$ cat config.mk
export PLATFORM = sky130hd
export DESIGN_NAME = tty_reg_slave
export DESIGN_NICKNAME = d
export VERILOG_FILES = /design/src/rtl/tty_reg_pkg.sv /design/src/rtl/tty_addr_dec.sv /design/src/rtl/tty_rx_side.sv /design/src/rtl/tty_tx_side.sv /design/src/rtl/tty_reg_slave.sv
export SDC_FILE = /design/constraint.sdc
export NUM_CORES = 1
export LEC_CHECK = 0
export BUFFER_PORTS_ARGS = -buffer_cell sky130_fd_sc_hd__buf_2
export CAP_MARGIN = 25
export CORE_AREA = 2 2 48 84
export CTS_BUF_LIST = sky130_fd_sc_hd__clkbuf_4 sky130_fd_sc_hd__clkbuf_8 sky130_fd_sc_hd__clkbuf_16
export CTS_CLUSTER_DIAMETER = 40
export CTS_CLUSTER_SIZE = 12
export DETAILED_ROUTE_END_ITERATION = 8
export DIE_AREA = 0 0 50 86
export HOLD_SLACK_MARGIN = 0.02
export SLEW_MARGIN = 10
export SYNTH_ARGS = -nofsm -noshare
export SYNTH_HDL_FRONTEND = slang
export SYNTH_SLANG_ARGS = --single-unit
$ cat constraint.sdc
create_clock -name clk -period 4.2 [get_ports clk]
set_input_delay 0.42 -clock clk [delete_from_list [all_inputs] [get_ports clk]]
set_output_delay 0.42 -clock clk [all_outputs]
set_load 0.02 [all_outputs]
$ cat src/rtl/tty_reg_pkg.sv
// Package: shared register selector encoding and status bit positions
// for the terminal register slave. Assumes 16-bit data words.
package tty_reg_pkg;
    typedef enum logic [1:0] {
        SEL_RSTAT = 2'd0,
        SEL_RHOLD = 2'd1,
        SEL_TSTAT = 2'd2,
        SEL_THOLD = 2'd3
    } reg_sel_e;

    localparam int FLAG_BIT = 7;
    localparam int ENA_BIT  = 6;
endpackage

$ cat src/rtl/tty_addr_dec.sv
// Module: address decoder. Matches a byte address against an 8-byte
// aligned window and turns read/write strobes into per-register
// strobes. Assumes rd and wr are never high together.
module tty_addr_dec
    import tty_reg_pkg::*;
#(
    parameter int             ADDR_W = 18,
    parameter logic [ADDR_W-1:0] BASE = 18'o777560
) (
    input  logic              clk,
    input  logic              rst_n,
    input  logic [ADDR_W-1:0] addr,
    input  logic              rd,
    input  logic              wr,
    output logic              hit,
    output reg_sel_e          sel,
    output logic              rd_rhold,
    output logic              wr_rstat,
    output logic              wr_tstat,
    output logic              wr_thold
);
    localparam int LOW_W = 3;

    // window match and register select; address bit 0 is ignored
    always_comb begin
        hit = (addr[ADDR_W-1:LOW_W] == BASE[ADDR_W-1:LOW_W]);
        sel = reg_sel_e'(addr[LOW_W-1:1]);
    end

    // side-effect strobes, gated by the window
    always_comb begin
        rd_rhold = hit && rd && (sel == SEL_RHOLD);
        wr_rstat = hit && wr && (sel == SEL_RSTAT);
        wr_tstat = hit && wr && (sel == SEL_TSTAT);
        wr_thold = hit && wr && (sel == SEL_THOLD);
    end


    strobe_onehot_chk: assert property (@(posedge clk) disable iff (!rst_n)
        $onehot0({rd_rhold, wr_rstat, wr_tstat, wr_thold}));
endmodule

$ cat src/rtl/tty_rx_side.sv
// Module: receive side. Holds the last received byte and the receive
// ready flag. Assumes rx_valid is a one-cycle strobe per byte.
module tty_rx_side #(
    parameter int CHAR_W = 8
) (
    input  logic              clk,
    input  logic              rst_n,
    input  logic              init,
    input  logic              rx_valid,
    input  logic [CHAR_W-1:0] rx_byte,
    input  logic              rd_hold,
    input  logic              wr_stat,
    input  logic              ena_wdata,
    output logic              flag,
    output logic              ena,
    output logic [CHAR_W-1:0] hold
);
    // held byte: reset clears it, a new byte overwrites it
    always_ff @(posedge clk) begin
        if (!rst_n)        hold <= '0;
        else if (rx_valid) hold <= rx_byte;
    end

    // ready flag: init clears, arrival sets, holding read clears
    always_ff @(posedge clk) begin
        if (!rst_n || init) flag <= 1'b0;
        else if (rx_valid)  flag <= 1'b1;
        else if (rd_hold)   flag <= 1'b0;
    end

    // software enable bit
    always_ff @(posedge clk) begin
        if (!rst_n || init) ena <= 1'b0;
        else if (wr_stat)   ena <= ena_wdata;
    end


    rx_load_chk: assert property (@(posedge clk) disable iff (!rst_n)
        (rx_valid && !init) |=> (flag && hold == $past(rx_byte)));


    rx_take_chk: assert property (@(posedge clk) disable iff (!rst_n)
        (rd_hold && !rx_valid && !init) |=> !flag);


    rx_ena_flag_chk: assert property (@(posedge clk) disable iff (!rst_n)
        (wr_stat && !rx_valid && !rd_hold && !init) |=> $stable(flag));
endmodule

$ cat src/rtl/tty_tx_side.sv
// Module: transmit side. Captures one byte per write when idle and
// offers it on a valid/ready pair. Assumes tx_ready may be held high.
module tty_tx_side #(
    parameter int CHAR_W = 8
) (
    input  logic              clk,
    input  logic              rst_n,
    input  logic              init,
    input  logic              wr_hold,
    input  logic [CHAR_W-1:0] wdata,
    input  logic              wr_stat,
    input  logic              ena_wdata,
    input  logic              tx_ready,
    output logic              flag,
    output logic              ena,
    output logic              tx_valid,
    output logic [CHAR_W-1:0] tx_byte
);
    logic take;
    logic done_send;

    // accept a write only while idle; handoff when both sides agree
    always_comb begin
        take      = wr_hold && flag;
        done_send = tx_valid && tx_ready;
    end

    // outgoing byte register
    always_ff @(posedge clk) begin
        if (!rst_n)    tx_byte <= '0;
        else if (take) tx_byte <= wdata;
    end

    // ready flag: high when idle, low while a byte is pending
    always_ff @(posedge clk) begin
        if (!rst_n || init) flag <= 1'b1;
        else if (take)      flag <= 1'b0;
        else if (done_send) flag <= 1'b1;
    end

    // valid toward the terminal
    always_ff @(posedge clk) begin
        if (!rst_n || init) tx_valid <= 1'b0;
        else if (take)      tx_valid <= 1'b1;
        else if (done_send) tx_valid <= 1'b0;
    end

    // software enable bit
    always_ff @(posedge clk) begin
        if (!rst_n || init) ena <= 1'b0;
        else if (wr_stat)   ena <= ena_wdata;
    end


    tx_start_chk: assert property (@(posedge clk) disable iff (!rst_n)
        (wr_hold && flag && !init) |=> (tx_valid && !flag && tx_byte == $past(wdata)));


    tx_wait_chk: assert property (@(posedge clk) disable iff (!rst_n)
        (tx_valid && !tx_ready && !init) |=> (tx_valid && $stable(tx_byte)));


    tx_finish_chk: assert property (@(posedge clk) disable iff (!rst_n)
        (tx_valid && tx_ready && !init) |=> (flag && !tx_valid));


    tx_drop_chk: assert property (@(posedge clk) disable iff (!rst_n)
        (wr_hold && !flag) |=> $stable(tx_byte));


    tx_pair_chk: assert property (@(posedge clk) disable iff (!rst_n)
        tx_valid != flag);
endmodule

$ cat src/rtl/tty_reg_slave.sv
// Module: top of the terminal register slave. Decodes four registers,
// routes strobes to the receive and transmit sides, and builds the
// read word. Assumes one-clock bus strobes and combinational read data.
module tty_reg_slave
    import tty_reg_pkg::*;
#(
    parameter int                ADDR_W = 18,
    parameter int                DATA_W = 16,
    parameter int                CHAR_W = 8,
    parameter logic [ADDR_W-1:0] BASE   = 18'o777560
) (
    input  logic              clk,
    input  logic              rst_n,
    input  logic              bus_init,
    input  logic [ADDR_W-1:0] bus_addr,
    input  logic              bus_rd,
    input  logic              bus_wr,
    input  logic [DATA_W-1:0] bus_wdata,
    output logic [DATA_W-1:0] bus_rdata,
    output logic              bus_hit,
    input  logic              rx_valid,
    input  logic [CHAR_W-1:0] rx_byte,
    output logic              tx_valid,
    output logic [CHAR_W-1:0] tx_byte,
    input  logic              tx_ready
);
    reg_sel_e          sel;
    logic              rd_rhold, wr_rstat, wr_tstat, wr_thold;
    logic              rx_flag, rx_ena, tx_flag, tx_ena;
    logic [CHAR_W-1:0] rx_hold;
    logic              unused_bits;

    assign unused_bits = ^{bus_addr[0], bus_wdata};

    tty_addr_dec #(.ADDR_W(ADDR_W), .BASE(BASE)) u_dec (
        .clk      (clk),
        .rst_n    (rst_n),
        .addr     (bus_addr),
        .rd       (bus_rd),
        .wr       (bus_wr),
        .hit      (bus_hit),
        .sel      (sel),
        .rd_rhold (rd_rhold),
        .wr_rstat (wr_rstat),
        .wr_tstat (wr_tstat),
        .wr_thold (wr_thold)
    );

    tty_rx_side #(.CHAR_W(CHAR_W)) u_rx (
        .clk       (clk),
        .rst_n     (rst_n),
        .init      (bus_init),
        .rx_valid  (rx_valid),
        .rx_byte   (rx_byte),
        .rd_hold   (rd_rhold),
        .wr_stat   (wr_rstat),
        .ena_wdata (bus_wdata[ENA_BIT]),
        .flag      (rx_flag),
        .ena       (rx_ena),
        .hold      (rx_hold)
    );

    tty_tx_side #(.CHAR_W(CHAR_W)) u_tx (
        .clk       (clk),
        .rst_n     (rst_n),
        .init      (bus_init),
        .wr_hold   (wr_thold),
        .wdata     (bus_wdata[CHAR_W-1:0]),
        .wr_stat   (wr_tstat),
        .ena_wdata (bus_wdata[ENA_BIT]),
        .tx_ready  (tx_ready),
        .flag      (tx_flag),
        .ena       (tx_ena),
        .tx_valid  (tx_valid),
        .tx_byte   (tx_byte)
    );

    // read word assembly; zero outside the window or when not reading
    always_comb begin
        bus_rdata = '0;
        if (bus_rd && bus_hit) begin
            case (sel)
                SEL_RSTAT: begin
                    bus_rdata[FLAG_BIT] = rx_flag;
                    bus_rdata[ENA_BIT]  = rx_ena;
                end
                SEL_RHOLD: bus_rdata[CHAR_W-1:0] = rx_hold;
                SEL_TSTAT: begin
                    bus_rdata[FLAG_BIT] = tx_flag;
                    bus_rdata[ENA_BIT]  = tx_ena;
                end
                default: bus_rdata = '0;
            endcase
        end
    end


    init_state_chk: assert property (@(posedge clk) disable iff (!rst_n)
        bus_init |=> (!rx_flag && tx_flag && !tx_valid && !rx_ena && !tx_ena));


    stat_read_chk: assert property (@(posedge clk) disable iff (!rst_n)
        (bus_rd && bus_hit && sel != SEL_RHOLD && !rx_valid && !tx_valid && !bus_init)
            |=> ($stable(rx_flag) && $stable(tx_flag)));


    miss_quiet_chk: assert property (@(posedge clk) disable iff (!rst_n)
        (!bus_hit) |-> (bus_rdata == '0));
endmodule

# Word-level counts from Yosys, hierarchy flattened
# Cells that the tools add are included.
# op_classes
muxes	9
n_eq_ne	4
reduce_logical	13
# op_table
cell	count
15-bit equality test (second input constant)	1
1-bit logical AND	8
8-bit 2-to-1 mux	1
1-bit 2-to-1 mux	6
6-bit 2-to-1 mux	1
2-bit one-hot mux with 3 select lines	1
2-bit equality test (second input constant)	2
2-bit nonzero test	2
2-bit by 1-bit equality test with 1-bit output (second input constant)	1
2-bit zero test	1
1-bit zero test	1
1-bit logical OR	1
# word_totals
elab_cells	33
output_inout_bits	26
regBits	21

# Logic depth before layout (Yosys ltp)
# Gate-level depths: netlist of run 1.
# logic_depth
depth_word	5
ltp_mapped	5
ltp_nobuf	4

# Modules after synthesis
# A second synthesis of run 1 with hierarchy kept.
# unflattened
cells_unflattened	119
hier_area_um2	1167.4
# modules_own_cells
mod	cells_each	area_per_inst_um2	instances	seq_area_each_um2
tty_tx_side	49	470.5	1	220.2
tty_rx_side	33	376.6	1	200.2
tty_reg_slave	24	170.2	1	0.0
tty_addr_dec	13	150.1	1	0.0

# Worst setup path before layout of run 1
# Ideal clock, no wire load.
# synth_path
path_kind	input to output
from	in bus_addr[7]
to	out bus_rdata[0]
stages	3
t_required_ns	3.780
n_path_buf	0
slack_ns	2.335
t_arrival_ns	1.445
path_cell_list	nand4b_4 -> nor4_1 -> and3_1
# synth_between
elab_chain_cells	3
# synth_rtl
item	line	source
start: declaration	tty_reg_slave.sv:15	input logic [ADDR_W-1:0] bus_addr,
15-bit equality test	tty_addr_dec.sv:26	hit = (addr[ADDR_W-1:LOW_W] == BASE[ADDR_W-1:LOW_W]);
1-bit logical AND	tty_reg_slave.sv:81	if (bus_rd && bus_hit) begin
8-bit 2-to-1 mux	tty_reg_slave.sv:81	
end: declaration	tty_reg_slave.sv:19	output logic [DATA_W-1:0] bus_rdata,
# Every way passes these cells.

# Final worst setup path of run 1
# layout_path
from	in bus_addr[3]
to	out bus_rdata[1]
# Same word-level chain as after synthesis.

==> impl_metrics.yaml, run 1 <==
cells_and_area:
  final_core_util: 0.390
  register_area_um2: 420
  area_growth_pct: 32.7
  stdcell_count: 219
  multi_input_area_um2: 578
  drive_above_1_share: 0.376
  fillers: 401
  num_antenna_cells: 0
  nets: 223
worst_setup_path:
  reg2reg_depth: 4
  worst_ep_arrival_time_ps: 1960
  worstPathMaxFanout: 8
  cp_slowest_stage_delay_ps: 800
  cp_data_required_time_ps: 3780
  path_common_cell: "buf_2"
  r2r-end: "u_tx.tx_byte[6]$_SDFFE_PN0P_"
  critPathCaptureType: "primary output"
  crit_slowest_cell: "nor4_1"
  r2r-start: "u_tx.flag$_SDFFE_PP1P_"
  r2r_slack_ps: 3120
  crit_type: "input port to primary output"
  crit_chain: "buf_2, nand4b_1, nor4_1, and3_1, buf_2"
  cp-start-kind: "input port"
floorplanning:
  fp-row-count: 29
  io_pins: 75
  die_x_um: 50
  initial_core_util: 0.294
  die_h_um: 86
  die_area_um2: 4300
  core_um2: 3590
drt:
  drcViolationCount: 0
  vias: 962
  avgViaCountPerCell: 4.39
  first_pass_iters: 3
  drtIter0Drc: 13
  wirelength_um: 2400
  wire_per_inst_um: 11.0
  drtAntennaViolNets: 0
synth:
  synth_area_um2: 1060
  synthCells: 117
  synth-seq-cells: 21
  syn_avg_cell_area_um2: 9.03
  yosysTopAreaCellShare: 0.398
  synth_commonest_cells: "21 x dfxtp_1, 21 x nand2_1, 20 x mux2i_1, 11 x nor2b_1, 8 x buf_4"
  yosys.area.top_type: "dfxtp_1"
  yosysWarnings: 0
  synth_cell_type_count: 24
  synth_ff_type: "dfxtp_1"
  ys_seq_area_frac: 0.398
  yosys-top-cells-area: "dfxtp_1 40%, mux2i_1 19%, nand2_1 7.5%"
  synth-edff-count: 0
  synth-async-reset-ratio: 0
hold_path:
  min-delay-start: "bus_wdata[5]"
  min_delay_worst_endpoint: "u_tx.tx_byte[5]$_SDFFE_PN0P_"
  hold_depth: 3
  holdCritPathClass: "input port to flop"
timing:
  rsz0062_at_grt: "no"
  layout_setup_ws_ps: 1820
  fin_crit_sh: 0.567
  finalSetupViolCount: 0
  timing.fmax_ghz: 0.420
  worst_pin_slew_ps: 947
  tns_ps: 0
  max_slew_margin: 0.363
  drv_slew: 0
  fin_crit_ps: 2380
  skew_ps: 3.04
  final_hold_viol_count: 0
outcome:
  status: "complete, no violations"
placed_design:
  place_inst: 215
  io_buffers: 57
  dp_hpwl_um: 1910
  post-place-ws_ps: 1840
  place_congestion: 0.696
flow_run:
  drv_cap: 0
clock_tree:
  htreeDepth: 1
  ctsHoldBuffers: 0
  cts_made_buffers: 3
  postCtsSetupBuffers: 0
  clock_sinks: 21
  clk_pin_slew_ps: 70
  insertion_delay_ps: 250
  clk_path_buf_depth: 2
  cts-root-buf: "clkbuf_8"
  cts_resized: 0
  tritoncts: "built"
global_routing:
  antenna_found_initial: 0
  grt_pass1_wl_um: 3880
  grt_max_degree: 26
  grt_pass1_vias: 942
  overflow: 0
  grtUsageTotal: 0.115
power_and_ir_drop:
  peakVddDrop_uv: 158
  power.leakage_nw: 0.702
  power_density_nw_per_um2: 278
[critical path, delay by kind of cell]
family | cells | cell delay (ps)
and+or+nand+nor | 3 | 1280
buffers and inverters | 2 | 260
[how the worst max path moves through the flow]
stage	from	end	slack [ps]	cells past startpoint
global route	bus_addr[3]	bus_rdata[1]	1720	5
detailed placement	bus_addr[3]	bus_rdata[4]	1840	5
finish	bus_addr[3]	bus_rdata[1]	1820	5
global placement	bus_addr[3]	bus_rdata[4]	1820	5
CTS	bus_addr[3]	bus_rdata[4]	1840	5
floorplan	bus_addr[7]	bus_rdata[0]	2330	3
[cells in the final DEF, fill, tap and decap left out, types with 3 or more instances in the layout]
master	n
and3_1	6
buf_2	57
clkbuf_8	3
conb_1	8
dfxtp_1	21
mux2i_1	20
nand2_1	21
nand4_1	3
nor2b_1	11
o21ai_0	4
[cells by family (layout without fill, tap and decap cells)]
kind of cell           count (synthesis)  after routing  synth area share
AO/OA/AOI/OAI                          6              6            0.0308
multiplexers                          20             20             0.190
other                                  1              8           0.00355
AND/OR/NAND/NOR                       55             55             0.299
buffers and inverters                 14             63            0.0794
flip-flops                            21             21             0.398
[per-stage QoR]
step,hold slack [ps],power [mW],cell area (um^2)
2_1_floorplan,434,0.242,1080
3_5_place_dp,446,0.260,1350
4_1_cts,397,0.396,1400
3_3_place_gp,443,0.259,1350
5_1_grt,402,0.409,1400
6_report,405,0.389,1400
[state kept, by name (all words and copies together), names as in the netlist]
name           cells
u_rx.flag          1
u_rx.hold          8
u_rx.ena           1
u_tx.flag          1
u_tx.tx_valid      1
u_tx.ena           1
u_tx.tx_byte       8
[per-layer routing]
| layer | track usage | up-vias | wire [um] |
|---|---|---|---|
| met3 | 0.0331 | 2 | 247 |
| li1 | - | 497 | - |
| met2 | 0.207 | 49 | 1230 |
| met1 | 0.118 | 414 | 907 |
| met5 | 0 | - | 0 |
| met4 | 0.0530 | 0 | 20 |
[final cells by class]
type / count / share of cell area
multi-input cells: 89 / 0.413
clock buffers: 4 / 0.0348
well taps: 46 / 0.0411
repair buffers: 58 / 0.209
inverters: 1 / 0.00268
flip-flops and latches: 21 / 0.300
[where the power goes]
part / switching, mW / leakage (nW) / internal, mW
sequential: 0.00192 / 0.171 / 0.204
combinational: 0.0263 / 0.505 / 0.0228
clock: 0.0604 / 0.0262 / 0.0738
Power figures use the tool's default switching activity.
==> run 2, diff against run 1 <==
==> constraint.sdc (replaced) <==
create_clock -name clk -period 2.4 [get_ports clk]
set_input_delay 0.24 -clock clk [delete_from_list [all_inputs] [get_ports clk]]
set_output_delay 0.24 -clock clk [all_outputs]
set_load 0.02 [all_outputs]
==> run 2 against run 1 <==
Worst setup slack lost 940 ps. Routed wire length grew 0.58%. First-iteration DRC count shrank 31%. Final area grew 0.54%. Die area is the same. Core utilization grew 0.21 points.
==> impl_metrics.yaml, run 2 (same netlist as run 1, synthesis figures left out) <==
cells_and_area:
  layout_commonest_cell: "buf_2"
  drive_above_1_share: 0.379
  top_regs: "u_rx.hold x8, u_tx.tx_byte x8"
  nets: 224
  num_antenna_cells: 0
  area_growth_pct: 33.4
  fillers: 381
  most-common-layout-cells: "57 x buf_2, 21 x nand2_1, 21 x dfxtp_1"
clock_tree:
  postCtsSetupBuffers: 0
  clk_pin_slew_ps: 70
  cts_made_buffers: 3
  cts_resized: 0
  clock_sinks: 21
  ctsHoldBuffers: 0
  cts-root-buf: "clkbuf_8"
  clk_path_buf_depth: 2
  tritoncts: "built"
  htreeDepth: 1
  insertion_delay_ps: 260
worst_setup_path:
  cp-start-kind: "input port"
  crit_type: "input port to primary output"
  critPathCaptureType: "primary output"
  reg2reg_depth: 4
  critPathBufInv: 3
  crit_slowest_cell: "nor4_1"
  worst_ep_arrival_time_ps: 1280
  cp_data_required_time_ps: 2160
  cp_slowest_stage_delay_ps: 240
  path_common_cell: "buf_2"
  worstPathMaxFanout: 8
  critical_path_depth: 6
  cpLargestDelayFamily: "simple AND/OR/NAND/NOR gates"
  crit_chain: "buf_2, nand4b_1, nor4_1, buf_4, and3_1, buf_2"
  r2r_slack_ps: 1270
drt:
  wirelength_um: 2420
  first_pass_iters: 4
  drtIter0Drc: 9
  avgViaCountPerCell: 4.36
  vias: 960
  drcViolationCount: 0
  wire_per_inst_um: 11.0
  drtAntennaViolNets: 0
floorplanning:
  core_um2: 3590
  die_x_um: 50
  io_pins: 75
  die_h_um: 86
  initial_core_util: 0.294
  die_area_um2: 4300
  fp-row-count: 29
timing:
  max_slew_margin: 0.665
  tns_ps: 0
  layout_setup_ws_ps: 876
  worst_pin_slew_ps: 502
  drv_slew: 0
  final_hold_viol_count: 0
  skew_ps: 1.58
  fin_crit_ps: 1520
  finalSetupViolCount: 0
  fin_crit_sh: 0.635
  rsz0062_at_grt: "no"
  timing.fmax_ghz: 0.656
placed_design:
  io_buffers: 57
  dp_hpwl_um: 1920
  post-place-ws_ps: 747
  place_congestion: 0.701
global_routing:
  grt_pass1_wl_um: 3790
  antenna_found_initial: 0
  overflow: 0
  grt_pass1_vias: 920
  grt_max_degree: 26
  grtUsageTotal: 0.114
flow_run:
  drv_cap: 0
power_and_ir_drop:
  power.leakage_nw: 0.707
  power_density_nw_per_um2: 487
  peakVddDrop_uv: 309
outcome:
  status: "complete, no violations"
hold_path:
  hold_depth: 3
  holdCritPathClass: "input port to flop"
[run 2: layout make-up]
class | instances | area [um^2] | area share
Clock buffer | 4 | 48.8 | 0.0346
Inverter | 1 | 3.75 | 0.00266
Multi-Input combinational cell | 89 | 578 | 0.410
Sequential cell | 21 | 420 | 0.298
Tap cell | 46 | 57.6 | 0.0409
Timing Repair Buffer | 59 | 300 | 0.213
[run 2: worst paths after layout]
kind / startpoint / to
setup / recovery: bus_addr[3] / bus_rdata[1]
hold / removal: bus_wdata[5] / u_tx.tx_byte[5]$_SDFFE_PN0P_
setup reg to reg: u_tx.flag$_SDFFE_PP1P_ / u_tx.tx_byte[1]$_SDFFE_PN0P_
hold reg to reg: u_tx.tx_byte[0]$_SDFFE_PN0P_ / u_tx.tx_byte[0]$_SDFFE_PN0P_
[run 2: per-layer routing]
metal	GRT usage	vias to the layer above	wire, um
met5	0	-	0
met3	0.0314	2	255
li1	-	498	-
met1	0.118	407	952
met4	0.0606	0	20
met2	0.201	53	1190
[run 2: worst register-to-register path, stage by stage (launching register included)]
cell and delay (ps):
dfxtp_1 370, nand3_1 80, nor3_1 180, buf_4 250
mux2i_1 190
[run 2: where the power goes]
group / leakage (nW) / switching (mW) / internal [mW] / total [mW]
Combinational: 0.510 / 0.0461 / 0.0398 / 0.0859
Sequential: 0.171 / 0.00363 / 0.357 / 0.361
Clock: 0.0262 / 0.111 / 0.129 / 0.240
Total: 0.707 / 0.160 / 0.526 / 0.687
[run 2: through the flow]
step / util / power, mW / cells / cell area [um^2] / hold slack (ps)
floorplan: - / 0.424 / 124 / 1080 / 382
global placement: 0.379 / 0.454 / 216 / 1360 / 442
detailed placement: 0.379 / 0.456 / 216 / 1360 / 443
CTS: 0.392 / 0.696 / 220 / 1410 / 212
global route: 0.392 / 0.721 / 220 / 1410 / 215
finish: 0.392 / 0.687 / 220 / 1410 / 220
==> run 3, diff against run 2 <==
--- a/config.mk
+++ b/config.mk
@@ -5,14 +5,15 @@
 export SDC_FILE = /design/constraint.sdc
 export NUM_CORES = 1
 export LEC_CHECK = 0
+export ABC_AREA = 1
 export BUFFER_PORTS_ARGS = -buffer_cell sky130_fd_sc_hd__buf_2
 export CAP_MARGIN = 25
-export CORE_AREA = 2 2 48 84
+export CORE_AREA = 2 2 49 85
 export CTS_BUF_LIST = sky130_fd_sc_hd__clkbuf_4 sky130_fd_sc_hd__clkbuf_8 sky130_fd_sc_hd__clkbuf_16
 export CTS_CLUSTER_DIAMETER = 40
 export CTS_CLUSTER_SIZE = 12
 export DETAILED_ROUTE_END_ITERATION = 8
-export DIE_AREA = 0 0 50 86
+export DIE_AREA = 0 0 51 87
 export HOLD_SLACK_MARGIN = 0.02
 export SLEW_MARGIN = 10
 export SYNTH_ARGS = -nofsm -noshare
==> constraint.sdc (replaced) <==
create_clock -name clk -period 1.5 [get_ports clk]
set_input_delay 0.15 -clock clk [delete_from_list [all_inputs] [get_ports clk]]
set_output_delay 0.15 -clock clk [all_outputs]
set_load 0.02 [all_outputs]
==> run 3 against run 2 <==
Clock skew about the same. Clock-buffer cell count unchanged. Sequential share of layout area down 0.87 points. Critical path type unchanged. Critical endpoint is now bus_rdata[5]. Largest cell class unchanged.
==> impl_metrics.yaml, run 3 <==
synth:
  synth_commonest_cells: "44 x nand2_1, 34 x nor2_1, 24 x inv_1, 21 x dfxtp_1"
  yosysWarnings: 0
  synth-edff-count: 0
  synth-seq-cells: 21
  synth_ff_type: "dfxtp_1"
  ys_seq_area_frac: 0.386
  synth_area_um2: 1090
  synthMostInstantiatedCell: "nand2_1"
  yosys.area.top_type: "dfxtp_1"
  synth-async-reset-ratio: 0
  synthCells: 165
  yosys-top-cells-area: "dfxtp_1 39%, nand2_1 15%, nor2_1 12%"
  syn_avg_cell_area_um2: 6.60
  yosysTopAreaCellShare: 0.386
  synth_cell_type_count: 17
timing:
  fin_crit_sh: 0.917
  final_hold_viol_count: 0
  drv_slew: 0
  fin_crit_ps: 1370
  skew_ps: 1.63
  timing.fmax_ghz: 0.727
  finalSetupViolCount: 0
  hold_ws_ps: 109
  rsz0062_at_grt: "yes"
power_and_ir_drop:
  peakVddDrop_uv: 434
  power_density_nw_per_um2: 757
  internal_power_uw: 836
  switching_share: 0.239
  p_seq_frac: 0.526
  power_frac_comb: 0.121
  p_clk_frac: 0.352
  power.leakage_nw: 0.792
  switchingPower_uw: 263
drt:
  drtAntennaViolNets: 0
  first_pass_iters: 4
  vias: 1082
  avgViaCountPerCell: 3.98
  drcViolationCount: 0
  drtIter0Drc: 19
  wire_per_inst_um: 8.98
  wirelength_um: 2440
worst_setup_path:
  worstPathMaxFanout: 6
  crit_slowest_cell: "nand3_1"
  cpLargestDelayFamily: "simple AND/OR/NAND/NOR gates"
  crit_chain: "buf_2, inv_1, nand2_1, nor2_1, nand2_1, nor2_4, nand3_1, nor2_1, buf_2"
  cp_slowest_stage_delay_ps: 210
  critPathBufInv: 3
  crit_type: "input port to primary output"
  worst_ep_arrival_time_ps: 1220
  cp_data_required_time_ps: 1350
  critPathCaptureType: "primary output"
  cp-start-kind: "input port"
clock_tree:
  cts-root-buf: "clkbuf_8"
  clock_sinks: 21
  insertion_delay_ps: 260
  clk_path_buf_depth: 2
  clk_pin_slew_ps: 80
  htreeDepth: 1
  ctsHoldBuffers: 0
  cts_made_buffers: 3
  tritoncts: "built"
placed_design:
  place_congestion: 0.743
  place_inst: 268
  dpl_cell_area_um2: 1400
  dp_hpwl_um: 1960
  io_buffers: 57
global_routing:
  grtUsageTotal: 0.118
  grt_pass1_vias: 1027
  overflow: 0
  grt_max_degree: 19
  antenna_found_initial: 0
  grt_pass1_wl_um: 4050
cells_and_area:
  num_antenna_cells: 0
  top_regs: "u_rx.hold x8, u_tx.tx_byte x8"
  area_growth_pct: 33.3
  most-common-layout-cells: "57 x buf_2, 44 x nand2_1, 34 x nor2_1"
  nets: 274
  drive_above_1_share: 0.339
  finalInstanceArea_um2: 1450
  fillers: 435
  final_core_util: 0.383
  layout_commonest_cell: "buf_2"
  stdcell_count: 272
floorplanning:
  die_area_um2: 4440
  fp-row-count: 30
  die_x_um: 51
  die_h_um: 87
  io_pins: 75
  core_um2: 3790
  initial_core_util: 0.287
outcome:
  status: "complete, no violations"
flow_run:
  drv_cap: 0
hold_path:
  holdCritPathClass: "input port to flop"
-- run 3: cell types whose count changed in the layout (fill, tap and decap cells not counted), moves of 6 or more --
cell	change
mux2i_1	-20
nor2_1	+32
and3_1	-6
nor2b_1	-11
inv_1	+23
nor2_2	+7
nand2_1	+23
-- run 3: per-stage QoR --
step	setup WS, ps	TNS, ps	total power [mW]
after floorplan	212	0	0.670
after global placement	76.7	0	0.723
after detailed placement	92.3	0	0.726
after CTS	85.3	0	1.12
after global routing	-42.5	-107	1.16
final	125	0	1.10
-- run 3: kinds of logic (layout without fill, tap and decap cells) --
group,count (synthesis),count (layout),synth area share
compound gates,16,16,0.0862
buf+inv,35,87,0.155
flops,21,21,0.386
other cells,1,8,0.00344
simple gates,92,92,0.369
-- run 3: what timing repair did --
action	in CTS	in global routing
buffers inserted	0	0
gates resized for setup	0	1
setup endpoints to repair	0	4
-- run 3: tightest hold or removal path, delay by kind of cell --
kind                   cells  cell delay [ps]
buffers and inverters      1               70
and+or+nand+nor            2              110
-- run 3: area by class of cell --
cell class                      instances  area [um^2]  share of cell area
Clock buffer                            4         48.8              0.0336
Inverter                               24         90.1              0.0621
Multi-Input combinational cell        116          532               0.366
Sequential cell                        21          420               0.290
Tap cell                               48         60.1              0.0414
Timing Repair Buffer                   59          300               0.207
-- run 3: power by group through the flow --
stage                     combinational, mW  clock (mW)  sequential [mW]
after floorplan                      0.0797           0            0.590
after global placement                0.132           0            0.591
after detailed placement              0.134           0            0.592
after CTS                             0.135       0.409            0.579
after global routing                  0.153       0.426            0.580
final                                 0.133       0.387            0.579
-- run 3: worst paths after layout --
| check | start | end | slack, ps | cells past startpoint |
|---|---|---|---|---|
| worst min-delay path | rx_byte[2] | u_rx.hold[2]$_SDFFE_PN0P_ | 110 | 3 |
| worst max-delay path | bus_addr[7] | bus_rdata[5] | 130 | 9 |
| worst max register to register | u_tx.flag$_SDFFE_PP1P_ | u_tx.tx_byte[4]$_SDFFE_PN0P_ | 250 | 6 |
| worst min register to register | u_rx.hold[0]$_SDFFE_PN0P_ | u_rx.hold[0]$_SDFFE_PN0P_ | 460 | 2 |
-- run 3: routing by layer --
layer | up-vias | wire, um | track usage
met1 | 449 | 952 | 0.122
met2 | 39 | 1290 | 0.221
met4 | 0 | 11 | 0.0442
met3 | 2 | 184 | 0.0292
met5 | - | 0 | 0
li1 | 592 | - | -
